$ cat src/rtl/uart_rx_tagged_pkg.sv
package uart_rx_tagged_pkg;

    // Oversampling factor and confirmation point of the start bit.
    localparam int OVS      = 16;
    localparam int MID_TICK = OVS / 2 - 1;

    typedef enum logic [2:0] {
        S_IDLE,
        S_START,
        S_DATA,
        S_PARITY,
        S_STOP,
        S_BREAK_WAIT
    } rx_state_e;

    // Queue entry, MSB first: overrun, break, parity, framing, data.
    typedef struct packed {
        logic       oe;
        logic       be;
        logic       pe;
        logic       fe;
        logic [7:0] data;
    } rx_entry_t;

endpackage

$ cat src/rtl/uart_rx_sync.sv
module uart_rx_sync #(
    parameter int STAGES = 2
) (
    input  logic clk,
    input  logic rst_n,
    input  logic din,
    output logic dout
);
    logic [STAGES-1:0] sr;

    always_ff @(posedge clk or negedge rst_n) begin
        if (!rst_n) sr <= '1;
        else        sr <= {sr[STAGES-2:0], din};
    end

    assign dout = sr[STAGES-1];
endmodule

$ cat src/rtl/uart_rx_frame.sv
module uart_rx_frame
    import uart_rx_tagged_pkg::*;
(
    input  logic      clk,
    input  logic      rst_n,
    input  logic      tick,
    input  logic      rx,
    input  logic [1:0] cfg_len,
    input  logic      cfg_par_en,
    input  logic      cfg_par_odd,
    output logic      push,
    output rx_entry_t entry
);
    localparam int CW = $clog2(OVS);

    rx_state_e       state, nxt;
    logic [CW-1:0]   tcnt;
    logic [2:0]      bidx;
    logic [7:0]      shreg;
    logic            par_bit;
    logic            all_low;
    logic [2:0]      last_idx;
    logic            mid_pt;
    logic            bit_pt;

    assign last_idx = 3'd4 + {1'b0, cfg_len};
    assign mid_pt   = tick && (tcnt == CW'(MID_TICK));
    assign bit_pt   = tick && (tcnt == CW'(OVS - 1));

    // State register.
    always_ff @(posedge clk or negedge rst_n) begin
        if (!rst_n) state <= S_IDLE;
        else        state <= nxt;
    end

    // Next-state logic.
    always_comb begin
        nxt = state;
        unique case (state)
            S_IDLE:       if (tick && !rx) nxt = S_START;
            S_START:      if (mid_pt) nxt = rx ? S_IDLE : S_DATA;
            S_DATA:       if (bit_pt && bidx == last_idx)
                              nxt = cfg_par_en ? S_PARITY : S_STOP;
            S_PARITY:     if (bit_pt) nxt = S_STOP;
            S_STOP:       if (bit_pt) nxt = (all_low && !rx) ? S_BREAK_WAIT : S_IDLE;
            S_BREAK_WAIT: if (rx) nxt = S_IDLE;
            default:      nxt = S_IDLE;
        endcase
    end

    // Datapath and outputs.
    always_ff @(posedge clk or negedge rst_n) begin
        if (!rst_n) begin
            tcnt    <= '0;
            bidx    <= '0;
            shreg   <= '0;
            par_bit <= 1'b0;
            all_low <= 1'b0;
            push    <= 1'b0;
            entry   <= '0;
        end else begin
            push <= 1'b0;
            if (tick) begin
                if (state == S_IDLE || state == S_BREAK_WAIT || (state == S_START && mid_pt))
                    tcnt <= '0;
                else
                    tcnt <= tcnt + 1'b1;
            end
            unique case (state)
                S_START: if (mid_pt) begin
                    shreg   <= '0;
                    bidx    <= '0;
                    all_low <= 1'b1;
                end
                S_DATA: if (bit_pt) begin
                    shreg[bidx] <= rx;
                    bidx        <= bidx + 1'b1;
                    if (rx) all_low <= 1'b0;
                end
                S_PARITY: if (bit_pt) begin
                    par_bit <= rx;
                    if (rx) all_low <= 1'b0;
                end
                S_STOP: if (bit_pt) begin
                    push <= 1'b1;
                    if (all_low && !rx) begin
                        entry <= '{oe: 1'b0, be: 1'b1, pe: 1'b0, fe: 1'b0, data: 8'h00};
                    end else begin
                        entry <= '{oe: 1'b0, be: 1'b0,
                                   pe: cfg_par_en && ((^shreg ^ par_bit) != cfg_par_odd),
                                   fe: !rx, data: shreg};
                    end
                end
                default: ;
            endcase
        end
    end
endmodule

$ cat src/rtl/uart_rx_queue.sv
module uart_rx_queue
    import uart_rx_tagged_pkg::*;
#(
    parameter int DEPTH = 16
) (
    input  logic      clk,
    input  logic      rst_n,
    input  logic      push,
    input  rx_entry_t push_entry,
    input  logic      pop,
    output rx_entry_t head,
    output logic      empty,
    output logic      full,
    output logic      ovr
);
    localparam int AW = (DEPTH > 1) ? $clog2(DEPTH) : 1;
    localparam logic [AW:0] CNT_FULL = (AW + 1)'(DEPTH);

    rx_entry_t     mem [DEPTH];
    logic [AW-1:0] wr_ptr, rd_ptr;
    logic [AW:0]   cnt;
    logic          do_pop, do_push;

    function automatic logic [AW-1:0] ptr_inc(input logic [AW-1:0] p);
        return (p == AW'(DEPTH - 1)) ? '0 : p + 1'b1;
    endfunction

    function automatic logic [AW-1:0] ptr_dec(input logic [AW-1:0] p);
        return (p == '0) ? AW'(DEPTH - 1) : p - 1'b1;
    endfunction

    assign empty   = (cnt == '0);
    assign full    = (cnt == CNT_FULL);
    assign do_pop  = pop && !empty;
    assign do_push = push && (!full || do_pop);
    assign ovr     = push && !do_push;
    assign head    = empty ? '0 : mem[rd_ptr];

    always_ff @(posedge clk or negedge rst_n) begin
        if (!rst_n) begin
            wr_ptr <= '0;
            rd_ptr <= '0;
            cnt    <= '0;
        end else begin
            if (do_push) wr_ptr <= ptr_inc(wr_ptr);
            if (do_pop)  rd_ptr <= ptr_inc(rd_ptr);
            if (do_push && !do_pop)      cnt <= cnt + 1'b1;
            else if (do_pop && !do_push) cnt <= cnt - 1'b1;
        end
    end

    always_ff @(posedge clk) begin
        if (do_push) mem[wr_ptr] <= push_entry;
        if (ovr)     mem[ptr_dec(wr_ptr)].oe <= 1'b1;
    end
endmodule

$ cat src/rtl/uart_rx_tagged.sv
module uart_rx_tagged
    import uart_rx_tagged_pkg::*;
#(
    parameter int DEPTH       = 16,
    parameter int SYNC_STAGES = 2
) (
    input  logic        clk,
    input  logic        rst_n,
    input  logic        tick16,
    input  logic        rx_in,
    input  logic [1:0]  cfg_len,
    input  logic        cfg_par_en,
    input  logic        cfg_par_odd,
    input  logic        rd_en,
    input  logic        err_clr,
    output logic [11:0] rd_data,
    output logic        rx_empty,
    output logic        rx_full,
    output logic [3:0]  err_sticky
);
    logic      rx_s;
    logic      fr_push;
    rx_entry_t fr_entry;
    rx_entry_t q_head;
    logic      q_ovr;
    logic [3:0] set_bits;

    uart_rx_sync #(.STAGES(SYNC_STAGES)) u_sync (
        .clk(clk), .rst_n(rst_n), .din(rx_in), .dout(rx_s)
    );

    uart_rx_frame u_frame (
        .clk(clk), .rst_n(rst_n), .tick(tick16), .rx(rx_s),
        .cfg_len(cfg_len), .cfg_par_en(cfg_par_en), .cfg_par_odd(cfg_par_odd),
        .push(fr_push), .entry(fr_entry)
    );

    uart_rx_queue #(.DEPTH(DEPTH)) u_queue (
        .clk(clk), .rst_n(rst_n), .push(fr_push), .push_entry(fr_entry),
        .pop(rd_en), .head(q_head), .empty(rx_empty), .full(rx_full), .ovr(q_ovr)
    );

    assign rd_data  = q_head;
    assign set_bits = {q_ovr, fr_push & fr_entry.be, fr_push & fr_entry.pe, fr_push & fr_entry.fe};

    always_ff @(posedge clk or negedge rst_n) begin
        if (!rst_n)       err_sticky <= '0;
        else if (err_clr) err_sticky <= set_bits;
        else              err_sticky <= err_sticky | set_bits;
    end
endmodule

$ cat config.mk
export PLATFORM = sky130hd
export DESIGN_NAME = uart_rx_tagged
export DESIGN_NICKNAME = d
export VERILOG_FILES = /design/src/rtl/uart_rx_tagged_pkg.sv /design/src/rtl/uart_rx_sync.sv /design/src/rtl/uart_rx_frame.sv /design/src/rtl/uart_rx_queue.sv /design/src/rtl/uart_rx_tagged.sv
export SDC_FILE = /design/constraint.sdc
export NUM_CORES = 1
export LEC_CHECK = 0
export BUFFER_PORTS_ARGS = -buffer_cell sky130_fd_sc_hd__buf_2
export CORE_MARGIN = 3
export CORE_UTILIZATION = 40
export DETAILED_ROUTE_END_ITERATION = 7
export MAX_ROUTING_LAYER = met4
export PLACE_DENSITY = 0.64
export SLEW_MARGIN = 20
export SYNTH_ARGS = -nofsm -noshare
export SYNTH_HDL_FRONTEND = slang
export SYNTH_SLANG_ARGS = --single-unit
$ cat constraint.sdc
create_clock -name clk -period 9.75 [get_ports clk]
set_input_delay 0.975 -clock clk [delete_from_list [all_inputs] [get_ports clk]]
set_output_delay 0.975 -clock clk [all_outputs]
set_load 0.03 [all_outputs]
==> out/results.txt, run 1 <==
Worst-path clk slew: 60 ps
Internal: 0.00191 W
Cell variety after synth: 60
core area: 0.0253 sq mm
grt peak-use layer: met2
Final Cycle Share: 0.401
Vias: 5586
Wirelength per Cell: 20.9 um
fill count: 2154
Die Y: 167 um
Worst Skew: 12.0 ps
Post-Syn Nets: 649
flops & latches, synth: 243
Worst EP required: 8780 ps
first drt pass iteration count: 6
DR vias/cell: 5.54
Crit. End Element: primary output
worst-path fanout max: 37
layout cells sized above 1: 0.232
EDFF count, synth: 192
Hold Path Class: reg -> reg
Die Span X: 167 um
final wirelength: 21100 um
Congestion Overflow GR: 0
CTS Buf Count: 25
Final Worst Setup Slack: 5840 ps
Syn Area/Cell: 16.5 sq um
die area: 0.0278 sq mm
VDD IR-drop max: 120 uV
Pwr Density: 227 mW/mm^2
GRT Resource Usage Total: 0.158
Worst Path Arrival: 2930 ps
GPL Wtd Cong: 0.843
nets: 680
antenna violations before repair: 0
Gate power share: 0.203
Slew headroom: 0.302
Register Area: 0.00705 sq mm
Initial Util: 0.409
setup violators final: 0
max_cap viols: 0
CTS tree: built
initial DRC count: 497
setup tns final: 0 ps
crit path kind: reg -> out
Post-Syn Instances: 628
Layout Utilization: 0.462
clock network fraction of design power: 0.335
Root Driver: clkbuf_16
Sink Count: 243
switching share of power: 0.280
# hold bufs at CTS: 0
Routed Antenna Nets: 0
largest net degree at the start of global routing: 54
Leakage: 3.99 nW
Psw: 0.000744 W
DRC: 0
Async SR Flop Fraction: 0.210
worst hold margin: 365 ps
Slew @ Worst Pin: 1050 ps
sequential share of the synthesized area: 0.681
vias in the first global route: 5847
Syn-to-layout area delta: 13.0%
mapped cell area: 0.0103 sq mm
row count: 58
sequential power share: 0.462
routing usage on met2: 0.250
htree depth: 1
port bufs: 27
first-pass GRT wire length: 33700 um
fin cells: 1008
multi-input logic area: 0.00316 sq mm
max-slew violations: 0
I/O pin count: 28
RSZ-0062 raised after global routing: no
Primary FF master, synth: edfxtp_1
YS warnings: 0
post-CTS setup buffers: 0
FMAX: 256 MHz
Worst setup SP type: flop
M1 GR Usage: 0.220
Placed Cells incl. Taps: 961
post-detail-place hpwl: 13100 um
Gates resized, CTS repair: 0
Final Critical Period: 3910 ps
maximum clock insertion buffer count: 3
Worst-Skew Late Latency: 530 ps
status: finished clean
met3 global-route usage: 0.0228
final hold vios: 0
Ant. Diodes: 0
Placement Setup Slack: 6040 ps
-- metrics by stage --
stage          total power (W)  cell area (sq um)
2_1_floorplan          0.00165              10300
3_3_place_gp           0.00177              10800
4_1_cts                0.00268              11700
3_5_place_dp           0.00178              10900
6_report               0.00266              11700
5_1_grt                0.00278              11700
-- cell usage after synthesis, types with 2 or more instances --
library cell	n	share of area
nand4_1	3	0.0018
xor2_1	6	0.0051
dfrtp_1	49	0.12
o22a_1	2	0.0017
dfstp_2	2	0.0051
nand3_1	12	0.0058
buf_1	2	0.00073
nor2b_1	5	0.0030
and3_1	2	0.0012
or4_1	2	0.0015
nor2_1	47	0.017
nand2_1	32	0.012
a21oi_1	11	0.0053
ha_1	10	0.012
nor3_2	2	0.0019
a21o_1	5	0.0036
a22o_1	8	0.0068
a22oi_1	2	0.0015
mux2i_1	9	0.0087
inv_1	20	0.0073
mux2_2	3	0.0033
edfxtp_1	192	0.56
nor3_1	12	0.0058
nand3b_1	3	0.0022
clkbuf_1	25	0.0091
xnor2_1	16	0.014
nor3b_1	3	0.0022
o31ai_1	4	0.0029
o21a_1	3	0.0022
and2_1	22	0.013
buf_2	5	0.0024
or3_1	3	0.0018
o21ai_0	18	0.0087
o41ai_1	2	0.0017
mux4_2	60	0.13
a31oi_1	2	0.0012
-- worst max-delay path, cell delays in order, from the launching register on --
cell and delay, ps:
dfrtp_4 660, buf_16 290, mux4_2 580, mux4_2 470, and2_1 180, buf_2 180
-- final timing paths --
| check | slack, ps | start | depth (start not counted) | end |
|---|---|---|---|---|
| setup / recovery | 5840 | u_queue.rd_ptr[0] | 5 | rd_data[2] |
| hold / removal | 360 | u_sync.sr[0] | 0 | u_sync.sr[1] |
| setup reg to reg | 6070 | u_queue.cnt[0] | 11 | u_queue.cnt[4] |
| hold reg to reg | 360 | u_sync.sr[0] | 0 | u_sync.sr[1] |
| max in group asynchronous | 8690 | rst_n | 2 | u_queue.rd_ptr[0] |
| min in group asynchronous | 550 | rst_n | 2 | u_frame.state[0] |
-- state kept, by name, summed over array words and instances (netlist names), 2 cells and up --
signal          cells
u_queue.rd_ptr      4
u_frame.entry      11
u_queue.wr_ptr      4
u_frame.shreg       8
u_queue.cnt         5
err_sticky          4
u_frame.tcnt        4
u_queue.mem       192
u_frame.state       3
u_frame.bidx        3
u_sync.sr           2
-- cell usage in the layout, fill, tap and decap left out, drive strengths merged, types with 5 or more instances in the layout --
cell type and instances:
a21o 6, a21oi 12, nand3 12, nand2 33, clkinv 6, inv 23
nor2 47, clkbuf 36, a22o 8, nor2b 5, o21ai 18, mux4 60
and2 22, nor3 14, mux2i 9, xor2 6, ha 10, dfrtp 49
edfxtp 192, buf 36, xnor2 16
-- power by group through the flow --
stage	combinational (W)	sequential (W)	clock, W
4_1_cts	0.000494	0.00127	0.000913
3_5_place_dp	0.000492	0.00129	0
6_report	0.000539	0.00123	0.000889
5_1_grt	0.000590	0.00124	0.000950
2_1_floorplan	0.000473	0.00118	0
3_3_place_gp	0.000480	0.00129	0
-- cell families (layout without fill, tap and decap cells) --
group,Yosys count,in the layout,synth area share
DFF,243,243,0.681
and+or+nand+nor,155,155,0.0743
AOI/OAI and AO/OA,72,72,0.0498
muxes,72,72,0.143
buffers and inverters,53,103,0.0198
xor gates and xnor gates,22,22,0.0186
adders and majority gates,11,11,0.0140
-- layout make-up --
cell class              instances  share of cell area
flip-flops and latches        243               0.603
multi-input cells             332               0.270
well taps                     330              0.0353
inverters                      21             0.00674
repair buffers                 36              0.0197
clock buffers                  36              0.0571
clock inverters                10             0.00803
-- per-layer routing --
metal,part of all wire,up-vias
met5,0,-
li1,-,2498
met1,0.45,2893
met4,0.019,0
met3,0.049,33
met2,0.48,162
No activity file was read; power rests on OpenSTA's default activity.
==> inputs of run 2 (changes only) <==
clock period = 4.05 ns   (was 9.75 ns; I/O delays follow)
==> run 2 against run 1 <==
  * Total power grew to 2.6 times the previous value
  * Utilization is 0.79 points higher
  * Cell count is 2.1% higher
  * Worst setup slack worse by 5300 ps
  * Wire length is 1.5% higher
  * Via count is 1.1% higher
  * Sequential power is 140% higher
  * Count of clock-buffer cells in the layout is 8 lower
  * Hold slack worse by 220 ps
  * Largest power group unchanged
==> out/results.txt, run 2 (synthesis results as in run 1) <==
slowest stage cell on the critical path: or4_1
row count: 58
M1 GR Usage: 0.214
Wirelength per Cell: 20.8 um
Crit path largest cell delay: 630 ps
Top reg by flops: u_queue.mem
FMAX: 287 MHz
worst r2r src: u_queue.cnt[0]
grt peak-use layer: met2
switching share of power: 0.280
layout cells sized above 1: 0.246
# hold bufs at CTS: 2
initial DRC count: 423
final hold vios: 0
vias in the first global route: 5840
Worst Skew: 29.4 ps
largest net degree at the start of global routing: 53
Final Critical Period: 3490 ps
Worst EP required: 4490 ps
max-slew violations: 0
CP Launch Point: u_queue.cnt[0]
core area: 0.0253 sq mm
Layout Utilization: 0.469
Worst Path Arrival: 3920 ps
worst hold margin: 144 ps
CP dominant cell by count: ha_1
Final Cycle Share: 0.861
commonest cells after routing, fill and taps aside: edfxtp_1 (192), mux4_2 (60), nor2_1 (47), dfrtp_1 (47), nand2_1 (32)
antenna violations before repair: 0
Crit. End Element: flop
Sink Count: 243
port bufs: 27
Top Registers: u_queue.mem x192, u_frame.entry x11, u_frame.shreg x8
Vias: 5647
Worst-path clk slew: 60 ps
I/O pin count: 28
Hold Path Class: in -> reg
DR vias/cell: 5.49
Slew @ Worst Pin: 891 ps
first-pass GRT wire length: 33900 um
Routed Antenna Nets: 0
Pwr Density: 575 mW/mm^2
CTS tree: built
final wirelength: 21400 um
worst-path fanout max: 10
Worst setup SP type: flop
Die Span X: 167 um
clock network fraction of design power: 0.349
first drt pass iteration count: 4
max reg flops: 192
maximum clock insertion buffer count: 3
Ant. Diodes: 0
Internal: 0.00492 W
setup tns final: 0 ps
post-CTS setup buffers: 0
DRC: 0
Syn-to-layout area delta: 14.9%
Die Y: 167 um
Slew headroom: 0.404
VDD IR-drop max: 439 uV
CTS Buf Count: 26
Psw: 0.00192 W
Initial Util: 0.409
met3 global-route usage: 0.0235
hold wc startpoint: err_clr
Congestion Overflow GR: 0
routing usage on met2: 0.256
fill count: 2121
sequential power share: 0.435
Gate power share: 0.216
crit path kind: reg -> reg
Gates resized, CTS repair: 0
commonest non-fill, non-tap cell in the layout: edfxtp_1
setup violators final: 0
nets: 700
Worst-Skew Late Latency: 530 ps
GPL Wtd Cong: 0.840
post-detail-place hpwl: 13800 um
RSZ-0062 raised after global routing: no
status: finished clean
die area: 0.0278 sq mm
Root Driver: clkbuf_16
worst path cell trace: or4_1, or3_2, nand2_2, inv_2, ha_1, inv_1, ha_1, nor2b_1, o21a_1, or3_1, a21oi_1, xnor2_1
htree depth: 1
max_cap viols: 0
GRT Resource Usage Total: 0.159
Leakage: 3.97 nW
## run 2: changes by cell type in the layout (fill, tap and decap cells not counted), moves of 9 or more
| cell | previous run | this run |
|---|---|---|
| nor2_2 | 9 | 0 |
| buf_4 | 6 | 25 |
| clkbuf_1 | 11 | 2 |
| nor2_1 | 38 | 47 |
## run 2: per-layer routing
layer / vias up / routed length (um)
li1: 2544 / -
met1: 2909 / 9230
met2: 160 / 10700
met3: 34 / 927
met4: 0 / 573
met5: - / 0
## run 2: final timing paths
path	end	slack (ps)	cells past startpoint
max	u_queue.cnt[4]	560	12
min	err_sticky[2]	140	2
max reg2reg	u_queue.cnt[4]	560	12
min reg2reg	u_sync.sr[1]	360	0
max in group asynchronous	u_sync.sr[0]	2890	3
min in group asynchronous	u_frame.shreg[0]	330	2
## run 2: worst max-delay path, delay by kind of cell, from the launching register on
| kind | cells | cell delay (ps) |
|---|---|---|
| AOI/OAI and AO/OA | 2 | 350 |
| xor gates and xnor gates | 1 | 130 |
| adders and majority gates | 2 | 530 |
| buffers and inverters | 2 | 240 |
| DFF | 1 | 430 |
| and+or+nand+nor | 5 | 1730 |
## run 2: final cells by class
cell class,instances,area [sq um],share of cell area
inverter,21,78.8,0.00663
multi-input combinational,332,3110,0.261
tap,330,413,0.0347
timing repair buffer,55,363,0.0305
clock buffer,28,658,0.0554
clock inverter,20,219,0.0184
sequential,243,7050,0.593
## run 2: power groups by stage
stage	registers [W]	clock network (W)	logic, W
2_1_floorplan	0.00285	0	0.00129
3_5_place_dp	0.00303	0	0.00150
4_1_cts	0.00298	0.00243	0.00150
6_report	0.00297	0.00239	0.00148
5_1_grt	0.00300	0.00254	0.00160
3_3_place_gp	0.00302	0	0.00146
## run 2: metrics by stage
stage / setup slack [ps] / total power (W) / instances / cell area [sq um]
detailed placement: 585 / 0.00453 / 979 / 11000
global placement: 630 / 0.00448 / 979 / 11000
floorplan: 799 / 0.00413 / 628 / 10300
global route: 300 / 0.00714 / 1029 / 11900
CTS: 516 / 0.00692 / 1029 / 11900
finish: 564 / 0.00684 / 1029 / 11900
==> inputs of run 3 (changes only) <==
clock period = 4.25 ns   (was 4.05 ns; I/O delays follow)
==> run 3 against run 2 <==
  * Via count about the same
  * Design area increased by 0.53%
  * Combinational power decreased by 7%
  * Critical path type unchanged
  * Critical endpoint unchanged
  * Largest cell class unchanged
==> out/results.txt, run 3 (synthesis results as in run 1) <==
status: finished clean
Final Critical Period: 3550 ps
max-slew violations: 0
max reg flops: 192
Placement Setup Slack: 745 ps
Vias: 5650
GPL Wtd Cong: 0.889
Layout Utilization: 0.472
Worst-path clk slew: 60 ps
final hold vios: 0
fin cells: 1019
vias in the first global route: 5950
first drt pass iteration count: 5
Worst Skew: 23.8 ps
Pwr Density: 570 mW/mm^2
Crit. End Element: flop
DRC: 0
max_cap viols: 0
Initial Util: 0.409
nets: 690
I/O pin count: 28
Worst Path Arrival: 3990 ps
Gates resized, CTS repair: 0
Worst-Skew Late Latency: 540 ps
crit path kind: reg -> reg
maximum clock insertion buffer count: 3
Final Cycle Share: 0.835
largest net degree at the start of global routing: 35
Final Worst Setup Slack: 703 ps
Syn-to-layout area delta: 15.5%
DR vias/cell: 5.54
Worst setup SP type: flop
Sink Count: 243
VDD IR-drop max: 325 uV
Slew headroom: 0.333
Die Y: 167 um
Ant. Diodes: 0
Slew @ Worst Pin: 996 ps
Congestion Overflow GR: 0
Top reg by flops: u_queue.mem
layout cells sized above 1: 0.248
post-detail-place hpwl: 13500 um
Root Driver: clkbuf_16
Leakage: 3.96 nW
port bufs: 27
initial DRC count: 524
commonest cells after routing, fill and taps aside: edfxtp_1 (192), mux4_2 (60), dfrtp_1 (46)
worst hold margin: 140 ps
FMAX: 282 MHz
setup violators final: 0
core area: 0.0253 sq mm
final wirelength: 21600 um
Wirelength per Cell: 21.2 um
Routed Antenna Nets: 0
Placed Cells incl. Taps: 969
CTS Buf Count: 26
post-CTS setup buffers: 0
row count: 58
Die Span X: 167 um
antenna violations before repair: 0
first-pass GRT wire length: 34400 um
RSZ-0062 raised after global routing: no
htree depth: 1
commonest non-fill, non-tap cell in the layout: edfxtp_1
CTS tree: built
Top Registers: u_queue.mem x192, u_frame.entry x11, u_frame.shreg x8
worst-path fanout max: 10
die area: 0.0278 sq mm
setup tns final: 0 ps
Hold Path Class: in -> reg
GRT Resource Usage Total: 0.162
Worst EP required: 4690 ps
==> run 3: layout make-up <==
class / count / area, sq um
fillers: 2110 / 13400
well taps: 330 / 413
flip-flops and latches: 243 / 7050
clock buffers: 28 / 658
repair buffers: 45 / 300
inverters: 21 / 78.8
multi-input cells: 332 / 3120
clock inverters: 20 / 327
==> run 3: repair_timing <==
item,in CTS,in global routing
hold endpoints to repair,16,0
endpoints found under the setup margin,0,0
hold buffers,2,0
==> run 3: through the flow <==
stage,power (W),instance area [sq um]
CTS,0.00690,11900
finish,0.00681,12000
detailed placement,0.00435,10900
global route,0.00712,12000
floorplan,0.00394,10300
global placement,0.00428,10900
==> run 3: path summary, 6_finish.rpt <==
path,start,end,slack (ps),cells after the start
setup / recovery,u_queue.cnt[0],u_queue.cnt[4],700,12
hold / removal,err_clr,err_sticky[2],140,2
setup reg to reg,u_queue.cnt[0],u_queue.cnt[4],700,12
hold reg to reg,u_sync.sr[0],u_sync.sr[1],360,0
max in group asynchronous,rst_n,u_queue.rd_ptr[0],3080,3
min in group asynchronous,rst_n,u_frame.bidx[1],360,2
==> run 3: power by group <==
part	total (W)	switching, W	internal, W
logic	0.00138	0.000668	0.000712
clock network	0.00254	0.000923	0.00161
registers	0.00289	0.000284	0.00261
==> run 3: layer usage <==
layer	up-vias	global-route usage	part of all wire
li1	2526	-	-
met4	0	0.0391	0.020
met1	2920	0.215	0.43
met2	165	0.267	0.50
met5	-	-	0
met3	39	0.0268	0.051
==> run 3: worst max-delay path: stages, from the launching register on <==
cell,delay [ps]
dfrtp_1,420
or4_1,640
or3_2,490
nand2_2,180
inv_2,110
ha_1,280
inv_1,130
ha_1,270
nor2b_1,140
o21a_1,170
or3_1,300
a21oi_1,180
xnor2_1,130
